--- src/rtl/tick_timer_pkg.sv ---
package tick_timer_pkg;
   localparam int REG_W     = 2;
   localparam int RUN_BIT   = 0;
   localparam int IEN_BIT   = 1;
   localparam int FLAG_BIT  = 16;
   localparam int ROUTE_BIT = 24;

   typedef enum logic [REG_W-1:0] {
      REG_CTRL    = 2'd0,
      REG_RELOAD  = 2'd1,
      REG_CURRENT = 2'd2,
      REG_ROUTE   = 2'd3
   } tick_reg_e;
endpackage

--- src/rtl/tick_count_core.sv ---
module tick_count_core
   import tick_timer_pkg::*;
#(
   parameter int CNT_W  = 24,
   parameter int DATA_W = 32
) (
   input  logic              clk,
   input  logic              rst_n,
   input  logic              cnt_en,
   input  logic              acc_sel,
   input  logic              acc_wr,
   input  tick_reg_e         acc_reg,
   input  logic [DATA_W-1:0] acc_wdata,
   output logic [DATA_W-1:0] acc_rdata,
   output logic              tick_pulse,
   output logic [CNT_W-1:0]  cnt_o,
   output logic              run_o,
   output logic              flag_o
);
   localparam logic [CNT_W-1:0] ONE = CNT_W'(1);

   logic             run_q, ien_q, flag_q, pulse_q;
   logic [CNT_W-1:0] reload_q, cnt_q;
   logic             wr_ctrl, wr_reload, wr_cur, rd_ctrl, step, wrap;
   logic             unused_wdata;

   assign wr_ctrl   = acc_sel && acc_wr && (acc_reg == REG_CTRL);
   assign wr_reload = acc_sel && acc_wr && (acc_reg == REG_RELOAD);
   assign wr_cur    = acc_sel && acc_wr && (acc_reg == REG_CURRENT);
   assign rd_ctrl   = acc_sel && !acc_wr && (acc_reg == REG_CTRL);
   assign step      = run_q && cnt_en;
   assign wrap      = step && (cnt_q == ONE);
   assign unused_wdata = ^acc_wdata;

   always_ff @(posedge clk or negedge rst_n) begin
      if (!rst_n) begin
         run_q    <= 1'b0;
         ien_q    <= 1'b0;
         reload_q <= '0;
      end else begin
         if (wr_ctrl) begin
            run_q <= acc_wdata[RUN_BIT];
            ien_q <= acc_wdata[IEN_BIT];
         end
         if (wr_reload) reload_q <= acc_wdata[CNT_W-1:0];
      end
   end

   always_ff @(posedge clk or negedge rst_n) begin
      if (!rst_n) begin
         cnt_q   <= '0;
         flag_q  <= 1'b0;
         pulse_q <= 1'b0;
      end else begin
         if (wr_cur)
            cnt_q <= '0;
         else if (step)
            cnt_q <= (cnt_q == '0) ? reload_q : cnt_q - ONE;

         if (wr_cur)
            flag_q <= 1'b0;
         else if (wrap)
            flag_q <= 1'b1;
         else if (rd_ctrl)
            flag_q <= 1'b0;

         pulse_q <= wrap && ien_q && !wr_cur;
      end
   end

   always_comb begin
      acc_rdata = '0;
      if (acc_sel) begin
         unique case (acc_reg)
            REG_CTRL: begin
               acc_rdata[RUN_BIT]  = run_q;
               acc_rdata[IEN_BIT]  = ien_q;
               acc_rdata[FLAG_BIT] = flag_q;
            end
            REG_RELOAD:  acc_rdata = DATA_W'(reload_q);
            REG_CURRENT: acc_rdata = DATA_W'(cnt_q);
            default:     acc_rdata = '0;
         endcase
      end
   end

   assign tick_pulse = pulse_q;
   assign cnt_o      = cnt_q;
   assign run_o      = run_q;
   assign flag_o     = flag_q;
endmodule

--- src/rtl/tick_bank_decode.sv ---
module tick_bank_decode
   import tick_timer_pkg::*;
#(
   parameter int DUAL = 1
) (
   input  logic       bus_sel,
   input  tick_reg_e  reg_sel,
   input  logic       bus_secure,
   input  logic       bus_alias,
   input  logic       route_q,
   output logic [1:0] bank_sel,
   output logic       route_acc,
   output logic       eff_sec
);
   logic reg_acc;

   assign eff_sec   = bus_secure && !bus_alias;
   assign reg_acc   = bus_sel && (reg_sel != REG_ROUTE);
   assign route_acc = bus_sel && (reg_sel == REG_ROUTE);

   generate
      if (DUAL != 0) begin : g_two
         assign bank_sel[0] = reg_acc && eff_sec;
         assign bank_sel[1] = reg_acc && !eff_sec;
      end else begin : g_one
         // owner is Secure when route_q = 0, Non-secure when 1
         assign bank_sel[0] = reg_acc && (eff_sec ^ route_q);
         assign bank_sel[1] = 1'b0;
      end
   endgenerate
endmodule

--- src/rtl/banked_tick_timer.sv ---
module banked_tick_timer
   import tick_timer_pkg::*;
#(
   parameter int CNT_W  = 24,
   parameter int DATA_W = 32,
   parameter int DUAL   = 1
) (
   input  logic              clk,
   input  logic              rst_n,
   input  logic              cnt_en,
   input  logic              bus_sel,
   input  logic              bus_wr,
   input  logic [REG_W-1:0]  bus_addr,
   input  logic [DATA_W-1:0] bus_wdata,
   input  logic              bus_secure,
   input  logic              bus_alias,
   output logic [DATA_W-1:0] bus_rdata,
   output logic              irq_tick_s,
   output logic              irq_tick_ns
);
   localparam int NUM_BANK = (DUAL != 0) ? 2 : 1;

   generate
      if (CNT_W < 2 || CNT_W > DATA_W)
         $error("banked_tick_timer: CNT_W must lie in 2..DATA_W");
      if (DATA_W <= ROUTE_BIT)
         $error("banked_tick_timer: DATA_W too narrow for the routing bit");
      if (DUAL != 0 && DUAL != 1)
         $error("banked_tick_timer: DUAL must be 0 or 1");
   endgenerate

   tick_reg_e                   reg_sel;
   logic                        route_q, route_acc, eff_sec;
   logic [1:0]                  bank_sel, bank_tick, bank_run, bank_flag;
   logic [1:0]                  bank_wr, bank_curw;
   logic [1:0][DATA_W-1:0]      bank_rdata;
   logic [1:0][CNT_W-1:0]       bank_cnt;
   logic [DATA_W-1:0]           route_rdata;

   assign reg_sel = tick_reg_e'(bus_addr);

   tick_bank_decode #(.DUAL(DUAL)) u_decode (
      .bus_sel    (bus_sel),
      .reg_sel    (reg_sel),
      .bus_secure (bus_secure),
      .bus_alias  (bus_alias),
      .route_q    (route_q),
      .bank_sel   (bank_sel),
      .route_acc  (route_acc),
      .eff_sec    (eff_sec)
   );

   generate
      for (genvar b = 0; b < 2; b++) begin : g_bank
         if (b < NUM_BANK) begin : g_live
            tick_count_core #(.CNT_W(CNT_W), .DATA_W(DATA_W)) u_core (
               .clk        (clk),
               .rst_n      (rst_n),
               .cnt_en     (cnt_en),
               .acc_sel    (bank_sel[b]),
               .acc_wr     (bus_wr),
               .acc_reg    (reg_sel),
               .acc_wdata  (bus_wdata),
               .acc_rdata  (bank_rdata[b]),
               .tick_pulse (bank_tick[b]),
               .cnt_o      (bank_cnt[b]),
               .run_o      (bank_run[b]),
               .flag_o     (bank_flag[b])
            );
         end else begin : g_tie
            assign bank_rdata[b] = '0;
            assign bank_tick[b]  = 1'b0;
            assign bank_cnt[b]   = '0;
            assign bank_run[b]   = 1'b0;
            assign bank_flag[b]  = 1'b0;
         end
         assign bank_wr[b]   = bank_sel[b] && bus_wr;
         assign bank_curw[b] = bank_wr[b] && (reg_sel == REG_CURRENT);
      end

      if (DUAL == 0) begin : g_route
         always_ff @(posedge clk or negedge rst_n) begin
            if (!rst_n)
               route_q <= 1'b0;
            else if (route_acc && bus_wr && eff_sec)
               route_q <= bus_wdata[ROUTE_BIT];
         end
         always_comb begin
            route_rdata = '0;
            route_rdata[ROUTE_BIT] = route_q && eff_sec;
         end
         assign irq_tick_s  = bank_tick[0] && !route_q;
         assign irq_tick_ns = bank_tick[0] && route_q;
      end else begin : g_noroute
         assign route_q     = 1'b0;
         assign route_rdata = '0;
         assign irq_tick_s  = bank_tick[0];
         assign irq_tick_ns = bank_tick[1];
      end
   endgenerate

   always_comb begin
      if (route_acc)
         bus_rdata = route_rdata;
      else
         bus_rdata = (bank_sel[0] ? bank_rdata[0] : '0) |
                     (bank_sel[1] ? bank_rdata[1] : '0);
   end
endmodule

--- config.mk ---
export PLATFORM = sky130hd
export DESIGN_NAME = banked_tick_timer
export DESIGN_NICKNAME = d
export VERILOG_FILES = /design/src/rtl/tick_timer_pkg.sv /design/src/rtl/tick_count_core.sv /design/src/rtl/tick_bank_decode.sv /design/src/rtl/banked_tick_timer.sv
export SDC_FILE = /design/constraint.sdc
export NUM_CORES = 1
export LEC_CHECK = 0
export ABC_CLOCK_PERIOD_IN_PS = 2900
export BUFFER_PORTS_ARGS = -buffer_cell sky130_fd_sc_hd__buf_2
export CORE_ASPECT_RATIO = 0.7
export CORE_MARGIN = 5
export CORE_UTILIZATION = 40
export CTS_BUF_LIST = sky130_fd_sc_hd__clkbuf_8
export DETAILED_ROUTE_END_ITERATION = 12
export HOLD_SLACK_MARGIN = 0.12
export PLACE_DENSITY = 0.68
export SYNTH_ARGS = -nofsm -noshare
export SYNTH_HDL_FRONTEND = slang
export SYNTH_HIERARCHICAL = 1
export SYNTH_SLANG_ARGS = --single-unit
--- constraint.sdc ---
create_clock -name clk -period 2.9 [get_ports clk]
set_clock_uncertainty 0.1 [all_clocks]
set_input_delay 0 -clock clk [delete_from_list [all_inputs] [get_ports clk]]
set_output_delay 0 -clock clk [all_outputs]
set_load 0.01 [all_outputs]
==> key figures <==
Placed design
  • Placed cell areas: ~0.0075 mm2
  • Port Buffer Count: 58
  • Final GP Congestion: 0.914
  • Dpl hpwl: 15500 um

Setup path
  • Crit path kind: reg2reg
  • Top cell by count, worst path: or4_1
  • Crit Path Max Fanout: 9
  • CP Cell Sequence: or4_1, or4_1, o311a_1, a221oi_1, nor2_1
  • Worst reg-to-reg setup slack: approximately 140 ps
  • Critical Path AT: 2920 ps
  • CP max-delay cell: or4_1
  • Required @ worst endpoint: 3050 ps
  • CP Launch Type: register
  • Worst Setup End Kind: register
  • CP max stage delay: 710 ps

Timing
  • Final worst path period need: 2760 ps
  • RSZ-0062 raised after global routing: no
  • Worst Tran Pin Value: just over 1000 ps
  • Fmax: 0.362 GHz
  • Setup TNS: 0 ps
  • Final hold vios: 0
  • Slew Viols, Final: 0
  • Final cycle utilization of the critical path: 95.3%
  • Final setup viols: 0
  • Rel. slew slack: 32.1%

Drt
  • Routed WL: 21500 um
  • Total number of vias: between 6000 and 7000
  • 1st-pass router iterations: 5
  • Drt wl/cell: 19.9 um
  • Iter 0 DRT Violations: about 860
  • Post-route ant nets: 0
  • Via density: 6.14
  • DR DRC count: 0

Cells and area
  • Ratio of cells with drive above 1 in the final layout: 22.8%
  • Final instance area: 0.00795 mm2
  • Final Net Count: 899
  • Area growth syn-to-layout: 12.7%
  • ANT cells: 0

Pwr
  • Worst VDD drop: 0.250 mV
  • Leakage: 3.43 nW
  • Power per cell area: 554 mW/mm2

Global routing
  • Gr usage total: 20.8%
  • Routing usage on met3: approximately 4.9%
  • Routing usage on met1: between 30% and 40%
  • Vias in the first global route: 6042
  • Initial antenna violation count: 0
  • Largest net degree at the start of global routing: 105
  • First-pass GRT wire length: 34300 um
  • Met2 Use GR: between 20 and 30%
  • GR peak layer: met1
  • Congestion Overflow GR: 0

CTS
  • Clock transition at path regs: 90 ps
  • CTS max path bufs: 2
  • CTS buffer count: 9
  • Root buffer cell: clkbuf_8
  • CTS tree: yes
  • Sink Count: 104
  • Clock Latency Late Sink: 370 ps
  • Htree depth: 3

Floorplanning
  • IO Pins: 75
  • Die H: between 100 and 150 um
  • CORE AREA: 0.0172 mm2
  • Die area: 0.0204 mm2
  • Site Rows: 40
  • Die Wd: ~170 um
  • Initial Util: 41.0%

Synthesis
  • Mapped cell area: 0.00705 mm2
  • Yosys warns: 6
  • Syn Inst Count: just under 800
  • Post-Syn Area per Cell: roughly 9 um2

Run
  • Max Cap Viol: 0

Hold path
  • Hold WC Path Type: in2async

Outcome
  • Outcome: finished clean
per-stage QoR:
stage                     setup WS [ps]  std cells  util [%]  power, mW  hold slack [ps]
final                               136       1078      46.2       4.40              147
after global routing               13.1       1078      46.2       4.68              196
after CTS                           158       1078      46.1       4.39              140
after detailed placement            188       1038      43.5       3.43             24.7
after global placement              256       1038      43.5       3.40             18.7
after floorplan                     441        797         -       3.01             -396
registers in the layout, summed over array words and instances, names as in the netlist:
name,count
g_bank.g_live.u_core/flag_o,2
g_bank.g_live.u_core/tick_pulse,2
g_bank.g_live.u_core/ien_q,2
g_bank.g_live.u_core/run_o,2
g_bank.g_live.u_core/reload_q,48
g_bank.g_live.u_core/cnt_o,48
cells in the final DEF, fill, tap and decap left out, types with 14 or more instances in the layout:
cell type / count
a21oi_1: 19
a22oi_1: 74
buf_2: 57
buf_4: 35
conb_1: 16
dfrtp_1: 104
dlygate4sd3_1: 26
ha_1: 14
inv_1: 16
mux2_2: 59
nand2_1: 35
nand3_1: 21
nor2_1: 116
nor3_1: 24
nor4_1: 17
o21ai_0: 26
o31ai_1: 14
layout make-up:
type                            count  area (um2)
Clock inverter                      3        42.5
Timing Repair Buffer              119         828
Fill cell                        1671        9270
Sequential cell                   104        2600
Multi-Input combinational cell    594        3970
Clock buffer                       11         151
Inverter                           16        60.1
Tap cell                          231         289
where the power goes:
part	switching (mW)	internal, mW
clock network	0.494	0.436
registers	0.387	1.73
logic	0.736	0.615
total	1.62	2.78
routing by layer:
layer	wire (um)	vias up
li1	-	3021
met1	10600	3252
met2	8680	332
met3	1950	13
met4	170	0
met5	0	-
what timing repair did:
action                                 CTS  global route
buffers inserted                         0             0
setup endpoints to repair                0             1
hold buffers                            26             0
endpoints found under the hold margin  158             0
resized for setup                        0             1
worst max-delay path, delay by kind of cell (launching register included):
kind             cells  cell delay (ps)
AO/OA/AOI/OAI        2              670
flip-flops           1              430
AND/OR/NAND/NOR      3             1450
worst paths after layout:
check / start / to / cells past startpoint
worst max-delay path: g_bank[1].g_live.u_core/cnt_o[7]$_DFFE_PN0P_ / g_bank[1].g_live.u_core/cnt_o[23]$_DFFE_PN0P_ / 5
worst min-delay path: rst_n / g_bank[1].g_live.u_core/reload_q[3]$_DFFE_PN0P_ / 3
worst max register to register: g_bank[1].g_live.u_core/cnt_o[7]$_DFFE_PN0P_ / g_bank[1].g_live.u_core/cnt_o[23]$_DFFE_PN0P_ / 5
worst min register to register: g_bank[0].g_live.u_core/ien_q$_DFFE_PN0P_ / g_bank[0].g_live.u_core/ien_q$_DFFE_PN0P_ / 1
max in group asynchronous: rst_n / g_bank[0].g_live.u_core/ien_q$_DFFE_PN0P_ / 3
min in group clk: bus_sel / g_bank[1].g_live.u_core/flag_o$_DFFE_PN0P_ / 5
Power figures use the tool's default switching activity.
